`config.mk`:
```
export PLATFORM = sky130hd
export DESIGN_NAME = cpwm_cascade
export DESIGN_NICKNAME = d
export VERILOG_FILES = /design/src/rtl/cpwm_pkg.sv /design/src/rtl/cpwm_advance.sv /design/src/rtl/cpwm_counter.sv /design/src/rtl/cpwm_compare.sv /design/src/rtl/cpwm_stage.sv /design/src/rtl/cpwm_cascade.sv
export SDC_FILE = /design/constraint.sdc
export NUM_CORES = 1
export LEC_CHECK = 0
export ABC_CLOCK_PERIOD_IN_PS = 7600
export BUFFER_PORTS_ARGS = -buffer_cell sky130_fd_sc_hd__buf_2
export CORE_UTILIZATION = 60
export DETAILED_ROUTE_END_ITERATION = 10
export GPL_ROUTABILITY_DRIVEN = 0
export PLACE_DENSITY = 0.92
export SYNTH_ARGS = -nofsm -noshare
export SYNTH_HDL_FRONTEND = slang
export SYNTH_SLANG_ARGS = --single-unit
```
`constraint.sdc`:
```
create_clock -name clk -period 7.6 [get_ports clk]
set_input_delay 0.38 -clock clk [delete_from_list [all_inputs] [get_ports clk]]
set_output_delay 0.38 -clock clk [all_outputs]
set_load 0.03 [all_outputs]
```
`src/rtl/cpwm_pkg.sv`:
```
package cpwm_pkg;
  typedef enum logic [1:0] {
    SRC_FREE = 2'b00,
    SRC_EDGE = 2'b01,
    SRC_GATE = 2'b10,
    SRC_RSVD = 2'b11
  } cpwm_src_e;
endpackage

```
`src/rtl/cpwm_advance.sv`:
```
module cpwm_advance
  import cpwm_pkg::*;
(
  input  logic       clk,
  input  logic       rst,
  input  logic [1:0] sel,
  input  logic       up_pulse,
  output logic       adv
);
  logic up_prev;
  cpwm_src_e src;

  assign src = cpwm_src_e'(sel);

  always_ff @(posedge clk) begin
    if (rst) up_prev <= 1'b0;
    else     up_prev <= up_pulse;
  end

  always_comb begin
    case (src)
      SRC_EDGE: adv = up_pulse & ~up_prev;
      SRC_GATE: adv = up_pulse;
      default:  adv = 1'b1;
    endcase
  end


  edge_once_chk: assert property (@(posedge clk) disable iff (rst)
    (!$past(rst) && src == SRC_EDGE && up_pulse && $past(up_pulse)) |-> !adv);
endmodule

```
`src/rtl/cpwm_counter.sv`:
```
module cpwm_counter #(
  parameter int W = 16
) (
  input  logic         clk,
  input  logic         rst,
  input  logic         adv,
  input  logic [W-1:0] lim,
  output logic [W-1:0] cnt,
  output logic [W-1:0] cnt_nxt,
  output logic         roll
);
  logic wrap;

  assign wrap    = adv && (cnt >= lim);
  assign cnt_nxt = !adv ? cnt : (wrap ? '0 : cnt + W'(1));

  always_ff @(posedge clk) begin
    if (rst) begin
      cnt  <= '0;
      roll <= 1'b0;
    end else begin
      cnt  <= cnt_nxt;
      roll <= wrap;
    end
  end


  wrap_zero_chk: assert property (@(posedge clk) disable iff (rst)
    (adv && cnt >= lim) |=> (cnt == '0 && roll));

  roll_at_zero_chk: assert property (@(posedge clk) disable iff (rst)
    roll |-> cnt == '0);

  hold_chk: assert property (@(posedge clk) disable iff (rst)
    !adv |=> (cnt == $past(cnt) && !roll));

  reset_clear_chk: assert property (@(posedge clk)
    rst |=> (cnt == '0 && !roll));
endmodule

```
`src/rtl/cpwm_compare.sv`:
```
module cpwm_compare #(
  parameter int W = 16
) (
  input  logic         clk,
  input  logic         rst,
  input  logic [W-1:0] cnt_nxt,
  input  logic [W-1:0] thr,
  output logic         pwm
);
  always_ff @(posedge clk) begin
    if (rst) pwm <= 1'b0;
    else     pwm <= (cnt_nxt < thr);
  end
endmodule

```
`src/rtl/cpwm_stage.sv`:
```
module cpwm_stage #(
  parameter int W = 16
) (
  input  logic         clk,
  input  logic         rst,
  input  logic [1:0]   sel,
  input  logic         up_pulse,
  input  logic [W-1:0] lim,
  input  logic [W-1:0] thr,
  output logic         pwm,
  output logic         roll
);
  logic         adv;
  logic [W-1:0] cnt;
  logic [W-1:0] cnt_nxt;

  cpwm_advance u_adv (
    .clk(clk), .rst(rst), .sel(sel), .up_pulse(up_pulse), .adv(adv)
  );

  cpwm_counter #(.W(W)) u_cnt (
    .clk(clk), .rst(rst), .adv(adv), .lim(lim),
    .cnt(cnt), .cnt_nxt(cnt_nxt), .roll(roll)
  );

  cpwm_compare #(.W(W)) u_cmp (
    .clk(clk), .rst(rst), .cnt_nxt(cnt_nxt), .thr(thr), .pwm(pwm)
  );


  pwm_level_chk: assert property (@(posedge clk) disable iff (rst)
    (!$past(rst) && $stable(thr)) |-> (pwm == (cnt < thr)));

  pwm_reset_chk: assert property (@(posedge clk) rst |=> !pwm);
endmodule

```
`src/rtl/cpwm_cascade.sv`:
```
module cpwm_cascade #(
  parameter int W = 16
) (
  input  logic         clk,
  input  logic         rst,
  input  logic [W-1:0] lim0,
  input  logic [W-1:0] thr0,
  input  logic [W-1:0] lim1,
  input  logic [W-1:0] thr1,
  input  logic [1:0]   sel1,
  input  logic [W-1:0] lim2,
  input  logic [W-1:0] thr2,
  input  logic [1:0]   sel2,
  output logic         pwm0,
  output logic         pwm1,
  output logic         pwm2,
  output logic         roll0,
  output logic         roll1,
  output logic         roll2
);
  localparam int NSTG = 3;

  logic [W-1:0] lim_a [NSTG];
  logic [W-1:0] thr_a [NSTG];
  logic [1:0]   sel_a [NSTG];
  logic         up_a  [NSTG];
  logic         pwm_a [NSTG];
  logic         roll_a[NSTG];

  assign lim_a[0] = lim0;
  assign lim_a[1] = lim1;
  assign lim_a[2] = lim2;
  assign thr_a[0] = thr0;
  assign thr_a[1] = thr1;
  assign thr_a[2] = thr2;
  assign sel_a[0] = cpwm_pkg::SRC_FREE;
  assign sel_a[1] = sel1;
  assign sel_a[2] = sel2;

  for (genvar i = 0; i < NSTG; i++) begin : g_stg
    if (i == 0) begin : g_head
      assign up_a[i] = 1'b0;
    end else begin : g_link
      assign up_a[i] = roll_a[i-1];
    end

    cpwm_stage #(.W(W)) u_stage (
      .clk(clk), .rst(rst), .sel(sel_a[i]), .up_pulse(up_a[i]),
      .lim(lim_a[i]), .thr(thr_a[i]), .pwm(pwm_a[i]), .roll(roll_a[i])
    );
  end

  assign pwm0  = pwm_a[0];
  assign pwm1  = pwm_a[1];
  assign pwm2  = pwm_a[2];
  assign roll0 = roll_a[0];
  assign roll1 = roll_a[1];
  assign roll2 = roll_a[2];
endmodule

```
# == Yosys cells after proc, flatten, opt, wreduce, memory -nomap -nowiden ==
# Index checks and enable logic that the tools add are counted.
# classes
add_sub_neg,3
magnitude_cmp,6
eq_ne,4
n_mux,7
bitwise_logic,4
reduce_logical,2
# op_table
operator,n
16-bit two-way mux,5
"16-bit by 1-bit adder with 16-bit output, second input constant",3
16-bit greater-or-equal comparator,3
16-bit less-than comparator,3
"2-bit by 1-bit == test with 1-bit output, second input constant",2
"2-bit == test, second input constant",2
1-bit case mux with 2 select lines,2
1-bit AND,2
1-bit logical AND,2
1-bit NOT,2
# word_totals
regBits,56
input_bits,102
out_inout_bits,6
wordCells,37

# == Depth between registers and ports, before layout ==
# depth
ltp_word,7
depth_mapped,17
mapped_depth_nobuf,15

# == Modules after synthesis ==
# From an unflattened synthesis, not the netlist that was laid out.
# hier_totals
cells_unflattened,673
area_unflattened_um2,5390.2
# by_module_without_submodules
mod,n_inst,cells_per_inst,area_per_inst_um2
cpwm_counter,3,162,1317.5
cpwm_compare,3,53,396.6
cpwm_advance,3,9,81.3
cpwm_cascade,1,1,3.8

# == Worst setup path before layout ==
# OpenSTA, ideal clock, no wires.
# synth_timing
path_type,input -> register
startpoint,in lim1[15]
endpoint,reg g_stg[1].u_stage.u_cmp.pwm
setup_ns,0.060
arrival_ns,3.538
t_required_ns,7.540
slack_ns,4.002
cell_stages,16
cell_sequence,inv_1 ha_1 and4_1 nand2_1 or4_1 and3_1 buf_6 nor2_2 buf_4 nor2_1 ha_1 a2111oi_0 a21oi_1 a2111oi_0 nor2b_1 a41o_1
# synth_via
elab_chain_cells,5
# synth_rtl
element,line_no,text
start: declaration,cpwm_cascade.sv:8,"input logic [W-1:0] lim1,"
16-bit greater-or-equal comparator,cpwm_counter.sv:14,assign wrap = adv && (cnt >= lim);
1-bit logical AND,cpwm_counter.sv:14,
16-bit two-way mux (2 in series),cpwm_counter.sv:15,assign cnt_nxt = !adv ? cnt : (wrap ? '0 : cnt + W'(1));
net g_stg[1].u_stage.cnt_nxt[11],cpwm_stage.sv:15,logic [W-1:0] cnt_nxt;
16-bit less-than comparator,cpwm_compare.sv:12,else pwm <= (cnt_nxt < thr);
end signal: assignment,cpwm_compare.sv:12,
end: declaration,cpwm_compare.sv:8,output logic pwm
# The timed path passes the listed nets, and every way through them passes these cells.
# A chain may end at the register's enable or synchronous reset.

# == Worst setup path after layout ==
# layout_timing
startpoint,reg g_stg[1].u_stage.u_cnt.cnt[15]
endpoint,reg g_stg[1].u_stage.u_cmp.pwm
# layout_via
elab_chain_cells,5
word_cells_on_any_way,6
classes_between,add/sub: 1; order compare: 2; mux: 2; reduce/logical: 1
# layout_rtl
element,line_no,text
start: declaration,cpwm_counter.sv:8,"output logic [W-1:0] cnt,"
start signal: assignment,cpwm_counter.sv:22,cnt <= cnt_nxt;
16-bit greater-or-equal comparator,cpwm_counter.sv:14,
1-bit logical AND,cpwm_counter.sv:14,
16-bit two-way mux (2 in series),cpwm_counter.sv:15,
net g_stg[1].u_stage.cnt_nxt[11],cpwm_stage.sv:15,
16-bit less-than comparator,cpwm_compare.sv:12,
# The timed path passes the listed nets, and every way through them passes these cells.

==> results.tsv <==
metric	value	unit
Top delay family on crit path	simple AND/OR/NAND/NOR gates	
fin nets	946	
Setup WS post-layout	3.353	ns
Final Hold Violating Endpoints	0	
CP bufs+invs	0	
GRT Total Usage	27.52	%
Detailed Place HPWL	9795	µm
crit share post-route	55.88	%
f_max	235.5	MHz
CP Launch Point	g_stg[1].u_stage.u_cnt.cnt[15]$_SDFF_PP0_	
# IOs	108	
Design Area, Final	5694	µm²
Setup crit end kind	flop	
cell taking the most area after synthesis	ha_1	
Post-DRT Antenna Nets	0	
largest net degree at the start of global routing	18	
# placed instances	839	
starting density of the core	63.17	%
final hold slack	0.4011	ns
Worst Reg2Reg Path Length in Cells	13	
Worst-path clk slew	0.11	ns
count of cell types in the netlist	58	
maximum VDD drop	0.09096	mV
Primary FF master, synth	dfxtp_1	
CP startpoint kind	flop	
worst min path class	in2reg	
number of synthesized register bits	56	
initial antenna violation count	0	
met2 usage in global routing	51.23	%
global route hottest layer	met2	
proportion of layout cells with a drive suffix above 1	17.05	%
leak pwr	3.184	nW
post-layout min period	4.247	ns
# setup viols final	0	
row count	32	
crit-path max cell delay	0.57	ns
top cells by area, synth	ha_1 (25%), dfxtp_1 (23%), inv_1 (7.7%)	
Final Slew Violations	0	
core area	7888	µm²
syn_nets	842	
routed wire length	11590	µm
DR vias	4756	
post-synthesis sequential area ratio	22.50	%
Critical Path Fanout Max	12	
post-synth top area share	25.11	%
hold depth	3	
clock buffer depth	2	
Req. time, crit path	7.86	ns
CTS tree	built	
PwrDens	109.8	nW/µm²
Vias/cell	5.615	
worst slew pin tran	0.6426	ns
Mapped Cells	640	
Data arrival, critical path	4.50	ns
clk_skew	0.01289	ns
worst hold path startpoint	thr0[0]	
die width	93.13	µm
CP Cell Sequence	ha_1 > and4_1 > nand2_1 > or4_1 > and3_1 > nor2_2 > nor2_1 > ha_1 > a2111oi_0 > a21oi_1 > a2111oi_0 > nor2b_1 > a41o_1	
max cap viols	0	
Setup TNS Final	0	ns
worst slack, placed	3.322	ns
WL/cell	13.68	µm
ant diodes	0	
CTS resizes	0	
Die Y	93.13	µm
Post-synth ARST share	0	%
Area after DPL	5587	µm²
global-route wire length before repair	19570	µm
register-to-register setup slack	3.35	ns
grt total ovfl	0	
number of enable flip-flop cells after synthesis	0	
quantity of hold-fixing buffers added after cts	0	
status	completed	
Syn Std Cell Area	4982	µm²
reg2reg start	g_stg[1].u_stage.u_cnt.cnt[15]$_SDFF_PP0_	
Max-slew headroom	56.05	%
Residual DRC	0	
htree depth	2	
clk sinks	56	
vias in the first global route	4685	
Area Overhead vs Synth	14.29	%
worst skew pair latency	0.30	ns
grt met3 use	3.902	%
RR Endpoint	g_stg[1].u_stage.u_cmp.pwm$_SDFF_PP0_	
IO buf count	107	
setup bufs post-CTS	0	
Syn Area/Cell	7.785	µm²
M1 GR Usage	32.61	%
initial drt markers	181	
Die Area	8672	µm²
Root Driver	clkbuf_8	
Inserted Clock Buffers	5	
WHS Endpoint	g_stg[0].u_stage.u_cmp.pwm$_SDFF_PP0_	
Final Non-Filler Cells	847	
Syn. warnings	0	
critical path's slowest cell	or4_1	
RSZ-0062 raised after global routing	false	
drt pass-1 iters	5	
Crit Path Category	reg2reg	
worst min-delay path: cells and delay by family:
kind | cells | cell delay (ns)
AO/OA/AOI/OAI | 2 | 0.21
buffers and inverters | 1 | 0.08
worst max path at each step:
stage                                                  to  slack, ns  depth (start not counted)
floorplan           g_stg[1].u_stage.u_cmp.pwm$_SDFF_PP0_       4.00                         16
global placement    g_stg[1].u_stage.u_cmp.pwm$_SDFF_PP0_       3.59                         15
detailed placement  g_stg[1].u_stage.u_cmp.pwm$_SDFF_PP0_       3.32                         15
CTS                 g_stg[1].u_stage.u_cmp.pwm$_SDFF_PP0_       3.39                         13
global route        g_stg[1].u_stage.u_cmp.pwm$_SDFF_PP0_       3.02                         14
finish              g_stg[1].u_stage.u_cmp.pwm$_SDFF_PP0_       3.35                         13
placed cells by master, fill, tap and decap left out, drive strengths merged, types with 4 or more instances in the layout:
master   instances
a21o             7
xor2            31
nand2           45
dfxtp           56
nand4           14
o211ai           8
a21oi           34
inv            102
and2             6
a2111oi          8
nor3            11
xnor2            7
clkbuf           6
a211o            4
ha             100
nand3           27
and4             6
or3              5
and3             9
nor2            89
o21a             8
buf            108
o21ai           14
nor2b            6
logic make-up after synthesis:
logic type	after synthesis	share of synthesized area [%]
XOR/XNOR	38	6.680
AND/OR/NAND/NOR	233	22.73
adder cells (fa/ha/maj)	100	25.11
buffers and inverters	113	9.016
flip-flops	56	22.50
AO/OA/AOI/OAI	99	13.76
multiplexers	1	0.2009
metal layers:
metal	part of all wire, %	wire length [µm]
met1	43	4973
met2	50	5824
met3	6.0	690
met4	0.86	100
met5	0	0
power breakdown:
group	internal [W]	switching, W	leakage [nW]
registers	0.000299	0.00000624	0.453
logic	0.0000581	0.0000675	2.68
clock network	0.0000981	0.0000965	0.0552
total	0.000455	0.000170	3.18
sequential cells by signal, indices dropped and copies added (netlist names):
signal,cells
g_stg.u_stage.u_adv.up_prev,2
g_stg.u_stage.u_cmp.pwm,3
g_stg.u_stage.u_cnt.cnt,48
g_stg.u_stage.u_cnt.roll,3
layout make-up:
cell class              instances  area, µm²
clock buffers                   6      72.57
multi-input cells             471       3412
well taps                     102      127.6
inverters                     102      382.9
clock inverters                 2      35.03
repair buffers                108      543.0
flip-flops and latches         56       1121
fillers                       611       2193
metrics by stage:
step	total power, W	util, %
floorplan	0.0003878	-
global placement	0.0004282	70.83
detailed placement	0.0004361	70.83
CTS	0.0006281	72.19
global route	0.0006545	72.19
finish	0.0006250	72.19
synth_stat cells (7+ instances only):
cell,count
a21oi_1,33
o211ai_1,8
o21a_1,8
xnor2_1,7
a21o_1,7
nand4_1,14
nand2_1,45
o21ai_0,11
xor2_1,31
nor3_1,11
and3_1,9
ha_1,100
dfxtp_1,56
nor2_1,88
nand3_1,27
inv_1,102
Power figures use the tool's default switching activity.
